[config.mk]
export PLATFORM = sky130hd
export DESIGN_NAME = spram_wmode
export DESIGN_NICKNAME = d
export VERILOG_FILES = /design/src/rtl/spram_wm_pkg.sv /design/src/rtl/spram_store.sv /design/src/rtl/spram_outstage.sv /design/src/rtl/spram_wmode.sv
export SDC_FILE = /design/constraint.sdc
export NUM_CORES = 1
export LEC_CHECK = 0
export BUFFER_PORTS_ARGS = -buffer_cell sky130_fd_sc_hd__buf_2
export CORE_ASPECT_RATIO = 0.75
export CORE_MARGIN = 2
export CORE_UTILIZATION = 45
export CTS_CLUSTER_SIZE = 20
export DETAILED_ROUTE_END_ITERATION = 8
export SYNTH_ARGS = -nofsm -noshare
export SYNTH_HDL_FRONTEND = slang
export SYNTH_HIERARCHICAL = 1
export SYNTH_SLANG_ARGS = --single-unit
[constraint.sdc]
create_clock -name clk -period 2.4 [get_ports clk]
set_input_delay 0.48 -clock clk [delete_from_list [all_inputs] [get_ports clk]]
set_output_delay 0.48 -clock clk [all_outputs]
set_load 0.01 [all_outputs]
[src/rtl/spram_wm_pkg.sv]
package spram_wm_pkg;

  // What the output register shows on a write edge
  typedef enum logic [1:0] {
    WM_WRITE_FIRST = 2'd0,
    WM_READ_FIRST  = 2'd1,
    WM_NO_CHANGE   = 2'd2
  } wmode_e;

endpackage

[src/rtl/spram_store.sv]
module spram_store #(
  parameter int DATA_W = 8,
  parameter int ADDR_W = 4,
  localparam int DEPTH = 1 << ADDR_W,
  parameter logic [DEPTH*DATA_W-1:0] MEM_INIT = '0
) (
  input  logic              clk,
  input  logic              wr_en,
  input  logic [ADDR_W-1:0] addr,
  input  logic [DATA_W-1:0] din,
  output logic [DATA_W-1:0] old_word
);

  logic [DATA_W-1:0] mem [DEPTH];

  // preload from the parameter image
  initial begin
    for (int i = 0; i < DEPTH; i++) begin
      mem[i] = MEM_INIT[i*DATA_W +: DATA_W];
    end
  end

  // the store depends only on the gated write, never on reset
  always_ff @(posedge clk) begin
    if (wr_en) mem[addr] <= din;
  end

  // Word present before this edge's write; the output stage registers it
  assign old_word = mem[addr];

endmodule

[src/rtl/spram_outstage.sv]
module spram_outstage
  import spram_wm_pkg::*;
#(
  parameter int DATA_W = 8,
  parameter wmode_e WMODE = WM_WRITE_FIRST,
  parameter logic [DATA_W-1:0] OUT_INIT = '0,
  parameter logic [DATA_W-1:0] OUT_RST  = '0
) (
  input  logic              clk,
  input  logic              en,
  input  logic              we,
  input  logic              srst,
  input  logic [DATA_W-1:0] din,
  input  logic [DATA_W-1:0] old_word,
  output logic [DATA_W-1:0] dout
);

  // power-up value of the output register
  logic [DATA_W-1:0] q = OUT_INIT;
  logic [DATA_W-1:0] wr_view;
  logic [DATA_W-1:0] q_nxt;

  generate
    if (WMODE == WM_WRITE_FIRST) begin : g_wf
      assign wr_view = din;
    end else if (WMODE == WM_READ_FIRST) begin : g_rf
      assign wr_view = old_word;
    end else begin : g_nc
      assign wr_view = q;
    end
  endgenerate

  always_comb begin
    q_nxt = q;
    if (en) begin
      if (srst)    q_nxt = OUT_RST;
      else if (we) q_nxt = wr_view;
      else         q_nxt = old_word;
    end
  end

  always_ff @(posedge clk) q <= q_nxt;

  assign dout = q;

  // Becomes 1 after the first edge so that $past never looks before time zero
  logic armed = 1'b0;
  always_ff @(posedge clk) armed <= 1'b1;


  hold_when_idle_chk: assert property (@(posedge clk) disable iff (!armed)
    !en |=> $stable(dout));


  srst_value_chk: assert property (@(posedge clk) disable iff (!armed)
    en && srst |=> dout == OUT_RST);


  read_data_chk: assert property (@(posedge clk) disable iff (!armed)
    en && !we && !srst |=> dout == $past(old_word));

  generate
    if (WMODE == WM_WRITE_FIRST) begin : g_wf_chk

      wf_shows_din_chk: assert property (@(posedge clk) disable iff (!armed)
        en && we && !srst |=> dout == $past(din));
    end else if (WMODE == WM_READ_FIRST) begin : g_rf_chk

      rf_shows_old_chk: assert property (@(posedge clk) disable iff (!armed)
        en && we && !srst |=> dout == $past(old_word));
    end else begin : g_nc_chk

      nc_holds_chk: assert property (@(posedge clk) disable iff (!armed)
        en && we && !srst |=> $stable(dout));
    end
  endgenerate

endmodule

[src/rtl/spram_wmode.sv]
module spram_wmode
  import spram_wm_pkg::*;
#(
  parameter int DATA_W = 8,
  parameter int ADDR_W = 4,
  parameter wmode_e WMODE = WM_WRITE_FIRST,
  parameter logic [DATA_W-1:0] OUT_INIT = '0,
  parameter logic [DATA_W-1:0] OUT_RST  = '0,
  localparam int DEPTH = 1 << ADDR_W,
  parameter logic [DEPTH*DATA_W-1:0] MEM_INIT = '0
) (
  input  logic              clk,
  input  logic              en,
  input  logic              we,
  input  logic              srst,
  input  logic [ADDR_W-1:0] addr,
  input  logic [DATA_W-1:0] din,
  output logic [DATA_W-1:0] dout
);

  logic [DATA_W-1:0] old_word;
  logic              wr_en;

  // a disabled cycle never writes
  assign wr_en = en & we;

  spram_store #(
    .DATA_W  (DATA_W),
    .ADDR_W  (ADDR_W),
    .MEM_INIT(MEM_INIT)
  ) u_store (
    .clk     (clk),
    .wr_en   (wr_en),
    .addr    (addr),
    .din     (din),
    .old_word(old_word)
  );

  spram_outstage #(
    .DATA_W  (DATA_W),
    .WMODE   (WMODE),
    .OUT_INIT(OUT_INIT),
    .OUT_RST (OUT_RST)
  ) u_out (
    .clk     (clk),
    .en      (en),
    .we      (we),
    .srst    (srst),
    .din     (din),
    .old_word(old_word),
    .dout    (dout)
  );

endmodule

==> results of run 1 <==
[cells in the final DEF, fill, tap and decap left out, types with 3 or more instances in the layout]
cell type     n
a22oi_1      16
buf_2        23
buf_4        28
clkbuf_16    17
clkinv_1      3
clkinvlp_4    3
edfxtp_1    136
mux2i_1       8
mux4_2       32
nand2_1       9
nor2_1       21
nor3_1        4
[critical path, cell delays in order]
cell and delay, ps:
buf_2 140, buf_4 250, mux4_2 530, a22oi_1 300, nand2_1 80, mux2i_1 130
nor2_1 50
[cell type report]
type | count | area [sq um] | area share
flip-flops and latches | 136 | 4080 | 0.645
multi-input cells | 100 | 1120 | 0.177
clock buffers | 19 | 433 | 0.0683
repair buffers | 53 | 365 | 0.0577
well taps | 162 | 203 | 0.0320
clock inverters | 13 | 130 | 0.0205
[per-layer routing]
layer  GRT usage  vias to the layer above  part of all wire
li1            -                     1158                 -
met1       0.274                     1379              0.47
met2       0.265                       82              0.46
met3      0.0422                        7             0.063
met4      0.0803                        0            0.0054
met5           0                        -                 0
[stage by stage]
step / util / worst slack (ps) / hold WS (ps) / total power [mW] / instances
after global placement: 0.501 / 134 / 867 / 2.97 / 451
after CTS: 0.549 / 581 / 433 / 5.43 / 483
after floorplan: - / 283 / 579 / 2.86 / 249
after detailed placement: 0.501 / 139 / 867 / 2.98 / 451
after global routing: 0.549 / 480 / 455 / 5.56 / 483
final: 0.549 / 574 / 460 / 5.38 / 483
[logic make-up (layout without fill, tap and decap cells)]
kind of cell,Yosys count,count (layout),synth area share
buf+inv,13,85,0.0142
mux,40,40,0.152
flops,136,136,0.774
simple gates,44,44,0.0377
compound gates,16,16,0.0228
[power by group]
group | total, mW | switching (mW) | leakage [nW] | internal (mW)
clock network | 2.45 | 0.937 | 0.266 | 1.52
logic | 0.263 | 0.150 | 0.632 | 0.113
registers | 2.66 | 0.00970 | 1.24 | 2.65
total | 5.38 | 1.10 | 2.13 | 4.28
[worst max path at each step]
stage / startpoint / cells past startpoint / end / slack, ps
final: addr[0] / 7 / u_out/dout[1] / 570
after global routing: addr[0] / 7 / u_out/dout[1] / 480
after floorplan: en / 3 / u_store/mem[0][0] / 280
after CTS: addr[0] / 7 / u_out/dout[1] / 580
after detailed placement: addr[0] / 7 / u_out/dout[1] / 140
after global placement: addr[0] / 7 / u_out/dout[1] / 130
[sequential cells by signal, summed over array words and instances, names as in the netlist]
register     flops
u_out/dout       8
u_store/mem    128
==> impl_metrics.env, run 1 <==
export IMPL_fp_row_count=34
export IMPL_io_pins=24
export IMPL_place_gp_congestion=0.778
export IMPL_synth_seq_cells=136
export IMPL_yosys_area_top_type_share=0.774
export IMPL_vias=2626
export IMPL_peakVddDrop_v=0.000490
export IMPL_route_detailed_vias_per_inst=5.44
export IMPL_reg2reg_depth=5
export IMPL_period_needed_ps=1830
export IMPL_required_ps=2560
export IMPL_synth_warning_count=6
export IMPL_slew_viol_final=0
export IMPL_drtIter0Drc=287
export IMPL_cp_start_kind="primary input"
export IMPL_timing_final_hold_violations=0
export IMPL_postCtsSetupBuffers=0
export IMPL_clk_latency_ps=410
export IMPL_rsz0062_at_grt="no"
export IMPL_antenna_left=0
export IMPL_rr_startpoint="u_store/mem[3][3]"
export IMPL_post_dp_cell_area_sq_um=5770
export IMPL_hpwl_mm=6.79
export IMPL_clock_skew_ps=7.39
export IMPL_min_to="u_out/dout[2]"
export IMPL_path_max_fanout=14
export IMPL_yosysMostFrequentCell="edfxtp_1"
export IMPL_ys_types=18
export IMPL_crit_path_end_kind="flop"
export IMPL_drtPass1Iterations=4
export IMPL_drv_cap=0
export IMPL_synth_ff_type="edfxtp_1"
export IMPL_totalNegativeSetupSlack_ps=0
export IMPL_drcViolationCount=0
export IMPL_slew_headroom=0.696
export IMPL_drive_above_1_share=0.352
export IMPL_wl_per_cell_um=21.7
export IMPL_postSynth_asyncResetShare=0
export IMPL_timing_rr_end="u_out/dout[3]"
export IMPL_synth_area_sq_um=5280
export IMPL_worstSetupPathType="in -> reg"
export IMPL_syn_inst=249
export IMPL_finalSetupViolations=0
export IMPL_gr_usage_all_layers=0.185
export IMPL_stdcell_area_sq_um=6330
export IMPL_grt_max_degree=40
export IMPL_power_density_nw_per_um2=849
export IMPL_hold_class="in -> reg"
export IMPL_synthTopCellsByArea="edfxtp_1 (77%), mux4_2 (14%), a22oi_1 (2.3%), mux2i_1 (1.5%), nor2_1 (1.5%)"
export IMPL_cts_clk_slew_worst_paths_ps=60
export IMPL_grt_overflow=0
export IMPL_layout_nets=324
export IMPL_die_area_sq_um=12600
export IMPL_leakage_nw=2.13
export IMPL_cts_sinks=136
export IMPL_r2r_setup_slack_ps=710
export IMPL_cts_root_buffer="clkbuf_16"
export IMPL_die_w_um=129
export IMPL_holdPathStages=2
export IMPL_tightestPinTransition_ps=455
export IMPL_synth_nets=265
export IMPL_syn_to_final_growth_pct=20.0
export IMPL_antenna_cells=0
export IMPL_cts_hold_fix_buffers=0
export IMPL_worstHoldStart="srst"
export IMPL_start_util=0.458
export IMPL_synth_top_cell_by_area="edfxtp_1"
export IMPL_port_buffers=23
export IMPL_max_freq_mhz=548
export IMPL_htreeDepth=4
export IMPL_grt_antenna_before_repair=0
export IMPL_grt_pass1_wl_mm=16.2
export IMPL_die_h_um=97.8
export IMPL_synth_enable_flop_cells=136
export IMPL_run_status="finished clean"
export IMPL_cts_buffers=17
export IMPL_fin_crit_sh=0.761
export IMPL_cts_path_max_buffers=2
export IMPL_routed_wl_mm=10.5
export IMPL_cts_tree="done"
export IMPL_cts_resized=0
export IMPL_syn_area_per_cell_sq_um=21.2
export IMPL_ys_seq_area_frac=0.774
export IMPL_netlist_top_cells_count="edfxtp_1 (136), mux4_2 (32), nor2_1 (21)"
export IMPL_arrival_ps=1990
export IMPL_core_area_sq_um=11500
export IMPL_grt_pass1_vias=2725
export IMPL_fillers=889
No activity file was read; power rests on OpenSTA's default activity.
==> run 2: changes to the inputs <==
- ABC_AREA: not set -> 1
- clock period: 2.4 -> 1.89 ns (I/O delays scaled with it)
==> run 2 against run 1 <==
Net effect: area after synthesis up 11%; critical path depth down 1; clock skew up 4.1 ps; synthesized cell count up 140%; global-route usage up 3.0 points; sequential share of layout area down 5.6 points; first-iteration DRC count up 30%; hold slack worse by 95 ps; wire length up 33%; largest cell class unchanged; clock power up 33%.
==> impl_metrics.env, run 2 <==
export IMPL_clk_latency_ps=420
export IMPL_hold_ws_ps=365
export IMPL_syn_to_final_growth_pct=18.2
export IMPL_cts_tree="done"
export IMPL_timing_final_hold_violations=0
export IMPL_r2r_setup_slack_ps=590
export IMPL_worstSetupPathType="in -> reg"
export IMPL_grt_pass1_vias=3836
export IMPL_layout_common_cells="nand2_1 (362), edfxtp_1 (136), nor2_1 (33), inv_1 (31), buf_4 (25)"
export IMPL_routed_wl_mm=14.0
export IMPL_cts_clk_slew_worst_paths_ps=60
export IMPL_synth_area_sq_um=5860
export IMPL_synth_nets=609
export IMPL_worstHoldStart="din[0]"
export IMPL_fin_crit_sh=0.747
export IMPL_cts_root_buffer="clkbuf_16"
export IMPL_rr_startpoint="u_store/mem[15][7]"
export IMPL_max_freq_mhz=708
export IMPL_cts_path_max_buffers=2
export IMPL_syn_inst=593
export IMPL_crit_path_end_kind="flop"
export IMPL_peakVddDrop_v=0.000669
export IMPL_power_density_nw_per_um2=1020
export IMPL_totalNegativeSetupSlack_ps=0
export IMPL_drtIter0Drc=372
export IMPL_drv_cap=0
export IMPL_required_ps=2010
export IMPL_fillers=1139
export IMPL_synthTopCellsByArea="edfxtp_1 (70%), nand2_1 (23%), nor2_1 (2.1%), inv_1 (2.0%), buf_2 (1.0%)"
export IMPL_place_inst=794
export IMPL_port_buffers=23
export IMPL_run_status="finished clean"
export IMPL_top_register="u_store/mem"
export IMPL_layout_nets=658
export IMPL_synth_enable_flop_cells=136
export IMPL_synth_seq_cells=136
export IMPL_antenna_left=0
export IMPL_drive_above_1_share=0.134
export IMPL_cts_resized=0
export IMPL_timing_critical_path_buf_inv=4
export IMPL_grt_antenna_before_repair=0
export IMPL_grt_max_degree=40
export IMPL_path_max_fanout=34
export IMPL_p_comb_frac=0.064
export IMPL_arrival_ps=1540
export IMPL_slew_headroom=0.745
export IMPL_vias=4031
export IMPL_postCtsSetupBuffers=0
export IMPL_seqPwrFrac=0.477
export IMPL_ys_seq_area_frac=0.697
export IMPL_clock_skew_ps=11.5
export IMPL_postSynth_asyncResetShare=0
export IMPL_finalSetupViolations=0
export IMPL_p_switching_mw=1.62
export IMPL_netlist_top_cells_count="nand2_1 (362), edfxtp_1 (136), nor2_1 (33)"
export IMPL_cts_sinks=136
export IMPL_tightestPinTransition_ps=383
export IMPL_stdcell_count=826
export IMPL_core_area_sq_um=12800
export IMPL_htreeDepth=4
export IMPL_ys_types=13
export IMPL_fin_total_pwr_mw=7.08
export IMPL_pwr_share_clk=0.459
export IMPL_cpLargestDelayFamily="buffers and inverters"
export IMPL_io_pins=24
export IMPL_largest_reg_flops=128
export IMPL_period_needed_ps=1410
export IMPL_antenna_cells=0
export IMPL_max_stage_delay_ps=290
export IMPL_leakage_nw=3.02
export IMPL_p_int_mw=5.47
export IMPL_cts_hold_fix_buffers=0
export IMPL_rsz0062_at_grt="no"
export IMPL_place_gp_congestion=0.815
export IMPL_netSwitchingFraction=0.228
export IMPL_route_detailed_vias_per_inst=4.88
export IMPL_drtPass1Iterations=4
export IMPL_fp_row_count=36
export IMPL_grt_overflow=0
export IMPL_drcViolationCount=0
export IMPL_wl_per_cell_um=16.9
export IMPL_final_common_cell="nand2_1"
export IMPL_yosysMostFrequentCell="nand2_1"
export IMPL_synth_ff_type="edfxtp_1"
export IMPL_synth_top_cell_by_area="edfxtp_1"
export IMPL_start_util=0.457
export IMPL_cts_buffers=17
export IMPL_die_w_um=136
export IMPL_synth_warning_count=6
export IMPL_die_area_sq_um=14000
export IMPL_crit_chain="buf_2 -> inv_2 -> buf_12 -> nand3_1 -> nor2_1 -> buf_4"
export IMPL_yosys_area_top_type_share=0.697
export IMPL_syn_area_per_cell_sq_um=9.89
export IMPL_cpMaxStageDelayCell="nor2_1"
export IMPL_grt_pass1_wl_mm=21.4
export IMPL_cp_start_kind="primary input"
export IMPL_hpwl_mm=8.67
export IMPL_slew_viol_final=0
export IMPL_startpoint="addr[0]"
export IMPL_gr_usage_all_layers=0.215
export IMPL_die_h_um=103
export IMPL_hold_class="in -> reg"
## run 2: cell count changes in the layout (fill, tap and decap cells not counted), moves of 3 or more
cell,change
nand2_1,+353
mux4_2,-32
a22oi_1,-16
inv_1,+31
nand3_1,+3
buf_12,+3
inv_6,+4
nor3_1,-4
mux2i_1,-8
buf_4,-3
clkinvlp_4,+3
nor2_1,+12
## run 2: per-stage QoR
step | setup slack, ps | area, sq um | utilization
2_1_floorplan | 135 | 5860 | -
5_1_grt | 438 | 6930 | 0.540
4_1_cts | 489 | 6930 | 0.540
3_3_place_gp | 88.3 | 6340 | 0.494
3_5_place_dp | 101 | 6340 | 0.494
6_report | 478 | 6930 | 0.540
## run 2: logic make-up (layout without fill, tap and decap cells)
logic type / after synthesis / after routing / share of synthesized area
DFF: 136 / 136 / 0.697
buffers and inverters: 56 / 118 / 0.0448
and+or+nand+nor: 401 / 401 / 0.258
## run 2: final cells by class
type                            count  area (sq um)  share of cell area
Clock buffer                       17           425              0.0614
Tap cell                          171           214              0.0309
Multi-Input combinational cell    401          1520               0.219
Timing Repair Buffer               53           403              0.0581
Inverter                           33           124              0.0179
Sequential cell                   136          4080               0.589
Clock inverter                     15           166              0.0240
## run 2: routing by layer
layer  up-vias  GRT usage  part of all wire
met5         -          0                 0
met2       129      0.328              0.46
li1       1985          -                 -
met4         0     0.0681             0.012
met3        11     0.0516             0.067
met1      1906      0.308              0.46
## run 2: final timing paths
kind,depth (start not counted),to
max,6,u_store/mem[2][0]
max reg2reg,10,u_out/dout[7]
min reg2reg,10,u_out/dout[0]
min,1,u_store/mem[7][0]
## run 2: power groups by stage
stage | sequential [mW] | combinational [mW] | clock, mW
after floorplan | 3.45 | 0.252 | 0
after global placement | 3.44 | 0.449 | 0
after detailed placement | 3.44 | 0.454 | 0
after CTS | 3.38 | 0.457 | 3.30
after global routing | 3.38 | 0.513 | 3.45
final | 3.38 | 0.454 | 3.25
